**src/rtl/edge_irq_pkg.sv**
```systemverilog
package edge_irq_pkg;
    localparam int          BUS_AW      = 8;
    localparam logic [7:0]  OFS_RISE_EN = 8'h44;
    localparam logic [7:0]  OFS_FALL_EN = 8'h48;
    localparam logic [7:0]  OFS_PENDING = 8'h80;
    localparam logic [7:0]  OFS_EVT_EN  = 8'h94;
    localparam logic [7:0]  OFS_CLEAR   = 8'h98;

    typedef enum logic [0:0] {
        ST_IDLE = 1'b0,
        ST_RESP = 1'b1
    } bus_state_e;
endpackage

```
**src/rtl/pin_sync.sv**
```systemverilog
module pin_sync #(
    parameter int W      = 32,
    parameter int STAGES = 2
) (
    input  logic         clk,
    input  logic         rst,
    input  logic [W-1:0] d,
    output logic [W-1:0] q
);
    logic [STAGES-1:0][W-1:0] chain;

    always_ff @(posedge clk) begin
        if (rst) begin
            chain <= '0;
        end else begin
            chain[0] <= d;
            for (int k = 1; k < STAGES; k++) begin
                chain[k] <= chain[k-1];
            end
        end
    end

    assign q = chain[STAGES-1];
endmodule

```
**src/rtl/cause_bank.sv**
```systemverilog
module cause_bank #(
    parameter int W = 32
) (
    input  logic         clk,
    input  logic         rst,
    input  logic [W-1:0] pins,
    input  logic [W-1:0] rise_en,
    input  logic [W-1:0] fall_en,
    input  logic [W-1:0] clr_vec,
    output logic [W-1:0] cause
);
    logic [W-1:0] prev_q;
    logic [W-1:0] cause_q;
    logic [W-1:0] hit;

    // Per-pin edge qualification; a fresh hit overrides a clear.
    for (genvar i = 0; i < W; i++) begin : g_pin
        assign hit[i] = (pins[i] & ~prev_q[i] & rise_en[i])
                      | (~pins[i] & prev_q[i] & fall_en[i]);
    end

    always_ff @(posedge clk) begin
        if (rst) begin
            prev_q  <= '0;
            cause_q <= '0;
        end else begin
            prev_q  <= pins;
            cause_q <= (cause_q & ~clr_vec) | hit;
        end
    end

    assign cause = cause_q;
endmodule

```
**src/rtl/cause_regs.sv**
```systemverilog
module cause_regs
    import edge_irq_pkg::*;
#(
    parameter int W = 32
) (
    input  logic              clk,
    input  logic              rst,
    input  logic              sel,
    input  logic              wr,
    input  logic [BUS_AW-1:0] addr,
    input  logic [W-1:0]      wdata,
    input  logic [W-1:0]      cause,
    output logic [W-1:0]      rise_en,
    output logic [W-1:0]      fall_en,
    output logic [W-1:0]      evt_en,
    output logic [W-1:0]      clr_vec,
    output logic [W-1:0]      rdata,
    output logic              rvalid
);
    bus_state_e   state_q, state_d;
    logic         rd_req;
    logic         wr_req;
    logic [W-1:0] rd_mux;
    logic [W-1:0] rdata_q;

    assign rd_req = sel & ~wr;
    assign wr_req = sel & wr;

    // State register
    always_ff @(posedge clk) begin
        if (rst) state_q <= ST_IDLE;
        else     state_q <= state_d;
    end

    // Next-state logic
    always_comb begin
        state_d = state_q;
        unique case (state_q)
            ST_IDLE: state_d = rd_req ? ST_RESP : ST_IDLE;
            ST_RESP: state_d = rd_req ? ST_RESP : ST_IDLE;
            default: state_d = ST_IDLE;
        endcase
    end

    // Outputs
    always_comb begin
        rvalid = (state_q == ST_RESP);
        rdata  = rvalid ? rdata_q : '0;
    end

    always_comb begin
        unique case (addr)
            OFS_RISE_EN: rd_mux = rise_en;
            OFS_FALL_EN: rd_mux = fall_en;
            OFS_PENDING: rd_mux = cause & evt_en;
            OFS_EVT_EN:  rd_mux = evt_en;
            default:     rd_mux = '0;
        endcase
    end

    always_ff @(posedge clk) begin
        if (rst) begin
            rdata_q <= '0;
            rise_en <= '0;
            fall_en <= '0;
            evt_en  <= '0;
        end else begin
            if (rd_req) rdata_q <= rd_mux;
            if (wr_req && addr == OFS_RISE_EN) rise_en <= wdata;
            if (wr_req && addr == OFS_FALL_EN) fall_en <= wdata;
            if (wr_req && addr == OFS_EVT_EN)  evt_en  <= wdata;
        end
    end

    assign clr_vec = (wr_req && addr == OFS_CLEAR) ? wdata : '0;
endmodule

```
**src/rtl/pin_edge_cause_unit.sv**
```systemverilog
module pin_edge_cause_unit
    import edge_irq_pkg::*;
#(
    parameter int NPINS       = 32,
    parameter int SYNC_STAGES = 2
) (
    input  logic              clk,
    input  logic              rst,
    input  logic [NPINS-1:0]  pad_in,
    input  logic              bus_sel,
    input  logic              bus_wr,
    input  logic [BUS_AW-1:0] bus_addr,
    input  logic [NPINS-1:0]  bus_wdata,
    output logic [NPINS-1:0]  bus_rdata,
    output logic              bus_rvalid,
    output logic              irq
);
    logic [NPINS-1:0] sync_pins;
    logic [NPINS-1:0] rise_en;
    logic [NPINS-1:0] fall_en;
    logic [NPINS-1:0] evt_en;
    logic [NPINS-1:0] clr_vec;
    logic [NPINS-1:0] cause_q;

    pin_sync #(
        .W      (NPINS),
        .STAGES (SYNC_STAGES)
    ) u_sync (
        .clk (clk),
        .rst (rst),
        .d   (pad_in),
        .q   (sync_pins)
    );

    cause_bank #(
        .W (NPINS)
    ) u_bank (
        .clk     (clk),
        .rst     (rst),
        .pins    (sync_pins),
        .rise_en (rise_en),
        .fall_en (fall_en),
        .clr_vec (clr_vec),
        .cause   (cause_q)
    );

    cause_regs #(
        .W (NPINS)
    ) u_regs (
        .clk     (clk),
        .rst     (rst),
        .sel     (bus_sel),
        .wr      (bus_wr),
        .addr    (bus_addr),
        .wdata   (bus_wdata),
        .cause   (cause_q),
        .rise_en (rise_en),
        .fall_en (fall_en),
        .evt_en  (evt_en),
        .clr_vec (clr_vec),
        .rdata   (bus_rdata),
        .rvalid  (bus_rvalid)
    );

    assign irq = |(cause_q & evt_en);
endmodule

```
**config.mk**
```make
export PLATFORM = sky130hd
export DESIGN_NAME = pin_edge_cause_unit
export DESIGN_NICKNAME = d
export VERILOG_FILES = /design/src/rtl/edge_irq_pkg.sv /design/src/rtl/pin_sync.sv /design/src/rtl/cause_bank.sv /design/src/rtl/cause_regs.sv /design/src/rtl/pin_edge_cause_unit.sv
export SDC_FILE = /design/constraint.sdc
export NUM_CORES = 1
export LEC_CHECK = 0
export ABC_AREA = 0
export ABC_CLOCK_PERIOD_IN_PS = 4800
export BUFFER_PORTS_ARGS = -buffer_cell sky130_fd_sc_hd__buf_2
export CAP_MARGIN = 30
export CORE_MARGIN = 2
export CORE_UTILIZATION = 50
export DETAILED_ROUTE_END_ITERATION = 8
export PLACE_DENSITY = 0.7
export SYNTH_ARGS = -nofsm -noshare
export SYNTH_HDL_FRONTEND = slang
export SYNTH_SLANG_ARGS = --single-unit
```
**constraint.sdc**
```tcl
create_clock -name clk -period 4.8 [get_ports clk]
set_input_delay 0.72 -clock clk [delete_from_list [all_inputs] [get_ports clk]]
set_output_delay 0.72 -clock clk [all_outputs]
set_load 0.01 [all_outputs]
```
== Word level (Yosys, flattened, before mapping) ==
Index checks and enable logic that the tools add are counted.

* Bits in registers: 257
* Bits in latches: 0
* Bits in writable memories: 0
* Memory bits (read-only): 0
* Bits of input ports: 76
* Output and inout port bits: 34
* Memories kept: 0

* $add $sub $neg: 0
* Multipliers: 0
* Divide/modulo/power cells: 0
* $lt $le $gt $ge: 0
* Eq/ne operators: 5
* Shift operators: 0
* Multiplexer cells: 4
* Bitwise operators: 231
* Reductions and logical operators: 5

{| class="wikitable"
|+ Operators by type and width
! cell !! count
|-
| $and A1 B1 Y1 || 130
|-
| $pmux W32 S4 || 1
|-
| $not A1 Y1 || 65
|-
| $and A32 B32 Y32 || 2
|-
| $mux W32 || 2
|-
| $not A32 Y32 || 1
|-
| $or A1 B1 Y1 || 32
|-
| $or A32 B32 Y32 || 1
|-
| $reduce_or A32 Y1 || 1
|-
| $eq A8 B8 Y1 const B || 3
|-
| $eq A8 B7 Y1 const B || 2
|-
| $logic_and A1 B1 Y1 || 4
|-
| $mux W1 || 1
|}

== Depth between registers and ports, before layout ==
Gate-level depths: netlist of the first run.

* Depth in word-level cells: 6
* Depth in mapped cells: 7
* Mapped depth without buffers: 4

== Hierarchy ==
A second synthesis of the first run with hierarchy kept.

* Cell total of the unflattened synthesis: 1159
* Area, all modules: 10676.5 um^2

{| class="wikitable"
|+ By module, submodules not included
! module !! times used !! cells each !! area each (um^2) !! seq. area each (um^2)
|-
| cause_regs || 1 || 740 || 5906.9 || 2582.5
|-
| cause_bank || 1 || 231 || 2453.6 || 1281.2
|-
| pin_sync || 1 || 167 || 2158.3 || 1281.2
|-
| pin_edge_cause_unit || 1 || 21 || 157.7 || 0.0
|}

== Worst setup path after synthesis of the first run ==
OpenSTA, ideal clock, no wires.

* Path kind: input to register
* Start point: input rst
* End point: register u_regs.rdata_q[10]
* Library setup time: 83 ps
* Arrival: 2017 ps
* Data required time: 4717 ps
* Slack: 2700 ps
* Stages on the path: 6
* Path buffers: 3
* Cell sequence: buf_2 > nand3b_1 > or4_1 > buf_2 > buf_6 > o221ai_1

{| class="wikitable"
|+ RTL lines
! element !! RTL line !! text
|-
| start, declared || pin_edge_cause_unit.sv:8 || <nowiki>input logic rst,</nowiki>
|-
| end signal, assigned || cause_regs.sv:68 || <nowiki>if (rd_req) rdata_q <= rd_mux;</nowiki>
|-
| end, declared || cause_regs.sv:24 || <nowiki>logic [W-1:0] rdata_q;</nowiki>
|}

== Worst setup path after layout of the first run ==
* Start point: register u_regs.state_q, in the netlist u_regs.rvalid
* End point: output bus_rdata[19]

* Cells in the longest elaborated chain, start to end: 1

{| class="wikitable"
|+ RTL lines
! element !! RTL line !! text
|-
| start, declared || cause_regs.sv:20 || <nowiki>bus_state_e state_q, state_d;</nowiki>
|-
| start signal, assigned || cause_regs.sv:32 || <nowiki>else state_q <= state_d;</nowiki>
|-
| $mux W32 || cause_regs.sv:48 || <nowiki>rdata = rvalid ? rdata_q : '0;</nowiki>
|-
| end, declared || pin_edge_cause_unit.sv:14 || <nowiki>output logic [NPINS-1:0] bus_rdata,</nowiki>
|}

No other way between the ends.

==> summary.md, run 1 <==
| Metric | Value |
|---|---|
| Status | completed |
| Net switching power | 916.4 uW |
| CP startpoint kind | register |
| Postcts setup bufs | 0 |
| Tot GR Track Use | 23.50% |
| Vias | 7789 |
| Clk buf depth | 3 |
| Slowest cell on crit path | dfxtp_1 |
| Peak VDD IR | 0.2663 mV |
| Adder-cell share of the synthesized area | 0% |
| Area leader, netlist | dfxtp_1 |
| Period utilization | 56.31% |
| Worst-path clk slew | 0.06 ns |
| Share of cells above drive strength 1 | 14.65% |
| Cell Pwr Density | 382.4 mW/mm^2 |
| TritonCTS Sinks | 257 |
| Pre-CTS setup slack | 1.712 ns |
| Initial antenna violation count | 0 |
| Initial Util | 50.46% |
| Detailed-placement wirelength estimate | 15070 um |
| Worst hold-check path type | in2reg |
| Warnings from Yosys | 0 |
| Final setup viols | 0 |
| Internal Power | 3405 uW |
| Final WS setup | 2.097 ns |
| Vias in the first global route | 7322 |
| Crit path largest cell delay | 0.98 ns |
| Final weighted congestion in routability-driven placement | 0.8122 |
| Post-synth cell types | 32 |
| CTS resizes | 0 |
| Crit. End Element | primary output |
| Comb power frac | 3.4% |
| Finished Layout Cells | 1432 |
| Die width | 143.7 um |
| Largest net degree at the start of global routing | 89 |
| Vias per cell | 5.439 |
| First DRT Iteration DRCs | 519 |
| Largest family of logic cells by synthesized area | simple AND/OR/NAND/NOR gates |
| CTS H-tree lvls | 1 |
| Synth Area per Inst | 9.110 sq um |
| Crit-path cells | and2_1 > buf_2 |
| CTS tree | built |
| Fin Clk Skew | 0.01092 ns |
| Post-Synthesis Cells | 1071 |
| Slew Limit Headroom | 32.38% |
| Mapped Area | 0.009757 sq mm |
| Sequential-to-total area share from yosys stat | 52.73% |
| Crit path max fanout | 33 |
| DP Area | 0.01045 sq mm |
| Die H | 143.7 um |
| Final hold vios | 0 |
| Post-synth EDFFs | 0 |
| Synth Area in XOR/XNOR | 0% |
| Ys flop type | dfxtp_1 |
| Port Buf Inserts | 109 |
| Mean routed wirelength per cell | 16.82 um |
| Final Cell Area | 0.01130 sq mm |
| Die area | 0.02065 sq mm |
| Cell leakage power | 0.004365 uW |
| Fmax | 370.0 MHz |
| Simple-Gate Fraction of Synth Area | 24.24% |
| Synth area leaders | dfxtp_1, nand2_1, nor2b_1 |
| Row count | 51 |
| Sw Ratio | 21.21% |
| Number of synthesized register bits | 257 |
| Sequential power share | 50.5% |
| Root Driver | clkbuf_16 |
| Area growth, synth to finish | 15.84% |
| Post-route setup TNS | 0 ns |
| Count leader, synth | dfxtp_1 |
| Core box area | 0.01933 sq mm |
| Synth Net Count | 1147 |
| Total of max-cap violations | 0 |
| Final #Nets | 1224 |
| First-pass iteration count of the detailed router | 5 |
| Asr flop ratio synth | 0% |
| Placed Instances | 1384 |
| Synth cell count leaders | dfxtp_1, nand2_1, nor2b_1 |
| GRT overflow | 0 |
| WP data required | 4.08 ns |
| TritonCTS Buffers | 27 |
| Share of the synthesized area in the top cell type | 52.73% |
| Synth Area in Compound Gates | 15.26% |
| Total Routed Length | 24080 um |
| Slew @ Worst Pin | 1.012 ns |
| # DRC | 0 |
| N_diodes | 0 |
| IO Pins | 110 |
| WS Path Type | reg2out |
| Fin crit period | 2.703 ns |
| Hold-fix buffer count after cts | 0 |
| Global-route wire length before repair | 38410 um |
| RSZ-0062 raised after global routing | false |
| Max-slew violations | 0 |
| Crit path DAT | 1.98 ns |
| Clock latency on the worst-skew pair | 0.53 ns |
| Antenna-violating nets left | 0 |
| Post-synthesis mux area share | 3.283% |
| Clk pwr share | 46.0% |
==> final timing paths <==
check	startpoint	end	slack, ns	cells past startpoint
worst max-delay path	u_regs.rvalid	bus_rdata[19]	2.10	2
worst min register to register	u_sync.chain[15]	u_sync.q[15]	0.43	1
worst max register to register	u_regs.evt_en[30]	u_regs.rdata_q[30]	3.58	4
worst min-delay path	pad_in[23]	u_sync.chain[23]	0.39	2
==> final cells by class <==
| cell class | instances | area (sq um) |
|---|---|---|
| Fill cell | 1686 | 8033 |
| Sequential cell | 257 | 5145 |
| Multi-Input combinational cell | 707 | 4200 |
| Clock buffer | 41 | 788.3 |
| Timing Repair Buffer | 121 | 641.9 |
| Tap cell | 265 | 331.6 |
| Inverter | 34 | 127.6 |
| Clock inverter | 7 | 67.56 |
==> logic make-up after synthesis <==
kind of cell | count (synthesis)
buffers and inverters | 107
muxes | 32
and+or+nand+nor | 450
DFF | 257
AOI/OAI and AO/OA | 225
==> state kept, by name, indices dropped and copies added, names as in the netlist <==
register        count
u_regs.rdata_q     32
u_bank.prev_q      32
u_regs.rvalid       1
u_regs.rise_en     32
u_bank.cause       32
u_sync.q           32
u_regs.evt_en      32
u_sync.chain       32
u_regs.fall_en     32
==> cells in the final DEF (no fill, tap or decap), drive strengths merged <==
master,instances
dfxtp,257
nand2,195
buf,121
nor2b,99
nand3b,65
a21oi,65
clkbuf,41
inv,36
and2,34
o21ai,32
a31oi,32
o221ai,32
mux2i,32
nor2,32
a22oi,31
a2bb2oi,31
nand4,9
clkinv,4
nand2b,3
nor4,3
nand3,3
and4,1
and4b,1
nor4b,1
nand4b,1
or4,1
and4bb,1
and3,1
o32a,1
a22o,1
bufinv,1
==> layer usage <==
metal	GRT usage, %	vias up	share of wire, %
li1	-	3832	-
met1	31.63	3664	45
met2	38.72	246	47
met3	3.565	47	5.6
met4	7.946	0	3.0
met5	0	-	0
==> worst max-delay path, delay by kind of cell (launching register included) <==
kind          cells  cell delay (ns)
flops             1             0.98
simple gates      1             0.31
buf+inv           1             0.16
==> power groups by stage <==
stage               clock network (uW)  registers, uW  logic [uW]
CTS                               2030           2180         149
global route                      2120           2190         163
floorplan                            0           2220        81.4
detailed placement                   0           2230         149
finish                            1990           2180         148
global placement                     0           2230         148
==> per-stage QoR <==
| stage | utilization (%) | power [uW] | hold slack, ns |
|---|---|---|---|
| 5_1_grt | 58.45 | 4471 | 0.3847 |
| 3_5_place_dp | 54.03 | 2378 | 0.4247 |
| 4_1_cts | 58.45 | 4359 | 0.3760 |
| 2_1_floorplan | - | 2304 | 0.4138 |
| 6_report | 58.45 | 4322 | 0.3926 |
| 3_3_place_gp | 54.03 | 2377 | 0.4158 |
No activity file was read; power rests on OpenSTA's default activity.
==> inputs of run 2 (changes only) <==
- ABC_AREA: 0 -> 1
- ABC_CLOCK_PERIOD_IN_PS: 4800 -> 2500
- PLACE_DENSITY: 0.7 -> 0.69
- clock period: 4.8 -> 2.5 ns (I/O delays scaled with it)
==> summary.md, run 2 <==
| Metric | Value |
|---|---|
| Final hold vios | 0 (unchanged) |
| Vias per cell | 5.113 (-6.0%) |
| Tot Pwr | 8396 uW (+94%) |
| Comb power frac | 4.3% (+0.9 points) |
| RSZ-0062 raised after global routing | false |
| Worst-path clk slew | 0.06 ns (about the same) |
| Fill count | 1982 (+18%) |
| Sequential power share | 49.8% (-0.7 points) |
| Warnings from Yosys | 0 (unchanged) |
| Global-route wire length before repair | 40930 um (+6.6%) |
| Count leader, synth | dfxtp_1 |
| Number of synthesized register bits | 257 (unchanged) |
| Row count | 53 (+3.9%) |
| Die width | 149.8 um (+4.3%) |
| Clk buf depth | 3 (unchanged) |
| Crit path max fanout | 3 (-91%) |
| Post-synth cell types | 24 (-25%) |
| Vias | 8932 (+15%) |
| Fin Clk Skew | 0.005342 ns (-0.005578 ns) |
| Leading cell type in the layout, fill and taps excluded | dfxtp_1 |
| Final setup viols | 0 (unchanged) |
| Crit-path cells | nand2_1 > nand4_1 > nor4_1 > nand2_1 > buf_2 |
| CTS H-tree lvls | 1 (unchanged) |
| Worst path most repeated cell | nand2_1 |
| CP startpoint kind | register |
| Hold-fix buffer count after cts | 0 (unchanged) |
| Slew @ Worst Pin | 0.6713 ns (-0.3409 ns) |
| Crit path largest cell delay | 0.32 ns (-0.66 ns) |
| Die H | 149.8 um (+4.3%) |
| Status | completed |
| Pre-CTS setup slack | 0.3871 ns (-1.325 ns) |
| WL met2 | 11600 um (+3.3%) |
| Largest family of logic cells by synthesized area | simple AND/OR/NAND/NOR gates |
| Slowest cell on crit path | dfxtp_1 |
| Synth Area in Compound Gates | 17.32% (+2.1 points) |
| Placed Instances | 1698 (+23%) |
| Initial antenna violation count | 0 (unchanged) |
| Worst hold-check path type | in2reg |
| Clk pwr share | 45.9% (about the same) |
| DRT met1 WL | 11510 um (+6.6%) |
| Ys flop type | dfxtp_1 |
| R2R depth | 6 (+2) |
| Synth area leaders | dfxtp_1, inv_1, nor2_1 |
| Internal Power | 6463 uW (+90%) |
| Synth Net Count | 1453 (+27%) |
| Sequential-to-total area share from yosys stat | 48.38% (-4.3 points) |
| R2r setup slk | 1.47 ns (-2.11 ns) |
| Share of the synthesized area in the top cell type | 48.38% (-4.3 points) |
| Mapped Area | 0.01063 sq mm (+9.0%) |
| Synth cell count leaders | dfxtp_1, inv_1, nor2_1 |
| Root Driver | clkbuf_16 |
| Final WS setup | 0.3501 ns (-1.747 ns) |
| N_diodes | 0 (unchanged) |
| Area taken by multi-input logic gates | 0.004194 sq mm (-0.15%) |
| First-pass iteration count of the detailed router | 5 (unchanged) |
| Initial Util | 50.75% (+0.28 points) |
| Adder-cell share of the synthesized area | 0% (unchanged) |
| Simple-Gate Fraction of Synth Area | 22.05% (-2.2 points) |
| Largest net degree at the start of global routing | 74 (-17%) |
| Largest delay contributor family on the critical path | simple AND/OR/NAND/NOR gates |
| GRT overflow | 0 (unchanged) |
| Vias in the first global route | 8276 (+13%) |
| Commonest non-fill, non-tap cells in the layout | dfxtp_1, inv_1, nor2_1 |
| Period utilization | 86.00% |
| IO Pins | 110 (unchanged) |
| Cell Pwr Density | 687.3 mW/mm^2 (+80%) |
| TritonCTS Sinks | 257 (unchanged) |
| Area growth, synth to finish | 14.88% |
| Peak VDD IR | 0.5013 mV (+88%) |
| Total Routed Length | 25260 um (+4.9%) |
| Hold depth | 3 (+1) |
| Max-slew violations | 0 (unchanged) |
| Post-Synthesis Cells | 1377 (+29%) |
| First DRT Iteration DRCs | 638 (+23%) |
| Slew Limit Headroom | 55.25% (+23 points) |
| Core box area | 0.02096 sq mm (+8.4%) |
| Post-synthesis mux area share | 0% (-3.3 points) |
| Total of max-cap violations | 0 (unchanged) |
| Antenna-violating nets left | 0 (unchanged) |
| Crit. End Element | primary output |
| Crit path DAT | 1.77 ns (-0.21 ns) |
| WS Path Type | reg2out |
| TritonCTS Buffers | 27 (unchanged) |
| Fmax | 465.1 MHz |
| CP Buf/Inv Count | 1 (unchanged) |
| Postcts setup bufs | 0 (unchanged) |
| CTS tree | built |
| Fin crit period | 2.150 ns |
| Tot GR Track Use | 22.39% (-1.1 points) |
| Clock latency on the worst-skew pair | 0.53 ns (about the same) |
| Seq. cell area | 0.005145 sq mm (unchanged) |
| Share of cells above drive strength 1 | 16.85% (+2.2 points) |
| Finished Layout Cells | 1747 (+22%) |
| CTS resizes | 0 (unchanged) |
| Port Buf Inserts | 109 (unchanged) |
| WP data required | 2.12 ns (-1.96 ns) |
| Post-route setup TNS | 0 ns (unchanged) |
| Area leader, netlist | dfxtp_1 |
| Synth Area per Inst | 7.723 sq um (-15%) |
| Detailed-placement wirelength estimate | 15690 um (+4.2%) |
| Core Util, Final | 58.30% (-0.16 points) |
| Highest Signal Layer | met4 |
| Die area | 0.02245 sq mm (+8.7%) |
| Synth Area in XOR/XNOR | 0% (unchanged) |
| WL met3 | 1518 um (+12%) |
| Sw Ratio | 23.02% (+1.8 points) |
| Final #Nets | 1528 (+25%) |
| Cell leakage power | 0.005550 uW (+27%) |
| # DRC | 0 (unchanged) |
| Critical path depth | 5 (+3) |
| Net switching power | 1932 uW (+110%) |
| Final weighted congestion in routability-driven placement | 0.7845 (-3.4%) |
| Post-synth EDFFs | 0 (unchanged) |
| Mean routed wirelength per cell | 14.46 um (-14%) |
| Asr flop ratio synth | 0% (unchanged) |
==> run 2: cell types whose count changed in the layout (fill, tap and decap cells not counted), moves of 33 or more <==
| cell | previous run | this run |
|---|---|---|
| nand3_1 | 1 | 127 |
| a211oi_1 | 0 | 40 |
| o21ai_1 | 0 | 33 |
| nand3b_1 | 65 | 1 |
| nor2_1 | 32 | 193 |
| inv_1 | 34 | 232 |
| a211oi_2 | 0 | 56 |
| and2_1 | 33 | 0 |
| nor2b_1 | 97 | 0 |
==> run 2: cell families after synthesis <==
logic type             after synthesis
AO/OA/AOI/OAI                      256
buffers and inverters              318
flip-flops                         257
AND/OR/NAND/NOR                    546
==> run 2: per-stage QoR <==
stage	hold slack (ns)	instance area [sq um]
after global routing	0.04557	12220
after global placement	0.3891	11350
after floorplan	0.3883	10630
after detailed placement	0.3920	11350
after CTS	0.02933	12220
final	0.04419	12220
==> run 2: routing by layer <==
metal | GRT usage [%] | vias to the layer above
met5 | 0 | -
met4 | 7.783 | 0
met3 | 3.018 | 52
met2 | 36.69 | 243
met1 | 30.40 | 4049
li1 | - | 4588
==> run 2: layout make-up <==
type / instances / share of cell area (%)
Clock buffer: 31 / 5.981
Tap cell: 275 / 2.816
Multi-Input combinational cell: 802 / 34.33
Sequential cell: 257 / 42.11
Timing Repair Buffer: 131 / 6.503
Inverter: 233 / 7.159
Clock inverter: 18 / 1.096
==> run 2: path summary, 6_finish.rpt <==
path,end,start
min,u_sync.chain[26],pad_in[26]
max reg2reg,u_regs.rdata_q[10],u_regs.evt_en[10]
min reg2reg,u_sync.q[21],u_sync.chain[21]
max,irq,u_regs.evt_en[9]
==> run 2: power by group through the flow <==
stage          clock (uW)  sequential, uW  combinational (uW)
2_1_floorplan           0            4270                 216
3_3_place_gp            0            4270                 359
3_5_place_dp            0            4270                 362
4_1_cts              3920            4180                 364
5_1_grt              4090            4180                 404
6_report             3850            4180                 361
==> run 2: worst reg2reg max path: stages, from the launching register on <==
cell and delay [ns]:
dfxtp_1 0.33, nand2_1 0.13, inv_1 0.05, nand3_1 0.07
nand2_1 0.06, o21ai_1 0.17, a21oi_1 0.08
==> inputs of run 3 (changes only) <==
- CORE_MARGIN: 2 -> default
==> summary.md, run 3 (synthesis results as in run 2) <==
| Metric | Value |
|---|---|
| Clock latency on the worst-skew pair | 0.52 ns (about the same) |
| Crit-path cells | buf_4 > nand2_1 > inv_1 > buf_2 |
| Commonest non-fill, non-tap cells in the layout | dfxtp_1, inv_1, nor2_1 |
| Cell Pwr Density | 678.1 mW/mm^2 (-1.3%) |
| Antenna-violating nets left | 0 (unchanged) |
| Fmax | 458.1 MHz (-1.5%) |
| Worst-path clk slew | 0.06 ns (about the same) |
| Fin Clk Skew | 0.01189 ns (+0.006548 ns) |
| TritonCTS Buffers | 25 (-7.4%) |
| Cell leakage power | 0.005531 uW (-0.34%) |
| Root Driver | clkbuf_16 |
| CP Buf/Inv Count | 3 (+2) |
| Tot GR Track Use | 23.77% (+1.4 points) |
| Detailed-placement wirelength estimate | 15160 um (-3.4%) |
| Share of cells above drive strength 1 | 16.03% (-0.82 points) |
| Fin crit period | 2.183 ns (+0.03314 ns) |
| Final setup viols | 0 (unchanged) |
| Slowest cell on crit path | dfxtp_1 |
| Die area | 0.02186 sq mm (-2.7%) |
| Vias | 8945 (+0.15%) |
| Core Util, Final | 59.19% (+0.89 points) |
| IO Pins | 110 (unchanged) |
| Max-slew violations | 0 (unchanged) |
| Core box area | 0.02056 sq mm (-1.9%) |
| Port Buf Inserts | 109 (unchanged) |
| Area growth, synth to finish | 14.44% |
| Period utilization | 87.32% (+1.3 points) |
| Crit. End Element | primary output |
| WS Path Type | reg2out |
| # DRC | 0 (unchanged) |
| Tot Pwr | 8253 uW (-1.7%) |
| Total Routed Length | 25340 um (+0.32%) |
| Die H | 147.8 um (-1.3%) |
| Sequential power share | 50.7% (+0.9 points) |
| Initial Util | 51.72% (+0.98 points) |
| Final #Nets | 1525 (-0.20%) |
| RSZ-0062 raised after global routing | false |
| GRT overflow | 0 (unchanged) |
| First DRT Iteration DRCs | 644 (+0.94%) |
| Vias in the first global route | 8270 (-0.072%) |
| Vias per cell | 5.153 (+0.78%) |
| Largest delay contributor family on the critical path | flip-flops |
| Hold-fix buffer count after cts | 0 (unchanged) |
| Post-route setup TNS | 0 ns (unchanged) |
| Clk buf depth | 3 (unchanged) |
| Initial antenna violation count | 0 (unchanged) |
| Worst hold-check path type | in2reg |
| Largest net degree at the start of global routing | 70 (-5.4%) |
| CTS resizes | 0 (unchanged) |
| Mean routed wirelength per cell | 14.60 um (+0.96%) |
| Internal Power | 6456 uW (-0.11%) |
| Peak VDD IR | 0.4527 mV (-9.7%) |
| Total of max-cap violations | 0 (unchanged) |
| Comb power frac | 4.4% (about the same) |
| Clk pwr share | 44.9% (-1.0 points) |
| Crit path max fanout | 13 (+10) |
| CP startpoint kind | register |
| Leading cell type in the layout, fill and taps excluded | dfxtp_1 |
| Row count | 52 (-1.9%) |
| Slew Limit Headroom | 46.50% (-8.7 points) |
| Global-route wire length before repair | 41990 um (+2.6%) |
| Final weighted congestion in routability-driven placement | 0.7564 (-3.6%) |
| TritonCTS Sinks | 257 (unchanged) |
| Sw Ratio | 21.77% (-1.2 points) |
| Die width | 147.8 um (-1.3%) |
| Crit path largest cell delay | 0.72 ns (+0.40 ns) |
| Final hold vios | 0 (unchanged) |
| Slew @ Worst Pin | 0.8025 ns (+0.1312 ns) |
| Postcts setup bufs | 0 (unchanged) |
| First-pass iteration count of the detailed router | 5 (unchanged) |
| Status | completed |
| CTS H-tree lvls | 1 (unchanged) |
| Net switching power | 1796 uW (-7.0%) |
| Crit path DAT | 1.81 ns (+0.04 ns) |
| N_diodes | 0 (unchanged) |
| Fill count | 1952 (-1.5%) |
| WP data required | 2.12 ns (about the same) |
| CTS tree | built |
==> run 3: cell type report <==
cell class | instances | area (sq um) | share of cell area (%)
clock buffer | 37 | 720.7 | 5.922
clock inverter | 7 | 85.08 | 0.6992
inverter | 233 | 874.6 | 7.187
multi-input combinational | 802 | 4194 | 34.46
sequential | 257 | 5145 | 42.28
tap | 270 | 337.8 | 2.776
timing repair buffer | 130 | 812.0 | 6.673
==> run 3: per-layer routing <==
layer  GRT usage (%)  routed length (um)
met4           6.340                 403
met2           39.48               11810
met5               0                   0
met1           32.49               11760
met3           3.117                1373
==> run 3: tightest hold or removal path, stage by stage <==
cell	delay [ns]
buf_2	0.07
inv_1	0.03
nor2_1	0.06
==> run 3: power groups by stage <==
stage / sequential, uW / clock, uW / combinational, uW
finish: 4180 / 3710 / 362
global placement: 4270 / 0 / 361
detailed placement: 4270 / 0 / 361
CTS: 4180 / 3780 / 363
floorplan: 4270 / 0 / 216
global route: 4190 / 3950 / 403
==> run 3: final timing paths <==
check                   start                 to  slack, ns  cells past startpoint
max             u_regs.rvalid      bus_rdata[23]       0.32                      4
min reg2reg  u_sync.chain[19]       u_sync.q[19]       0.40                      2
max reg2reg  u_regs.evt_en[5]  u_regs.rdata_q[5]       1.47                      6
min                pad_in[24]   u_sync.chain[24]       0.05                      3
==> run 3: stage by stage <==
step	cells	instance area (sq um)	worst slack (ns)	hold slack [ns]
6_report	1736	12170	0.3170	0.05305
5_1_grt	1736	12170	0.2265	0.05303
4_1_cts	1736	12170	0.3179	0.03814
3_5_place_dp	1692	11360	0.5292	0.3934
3_3_place_gp	1692	11360	0.5971	0.3891
2_1_floorplan	1377	10630	1.139	0.3883
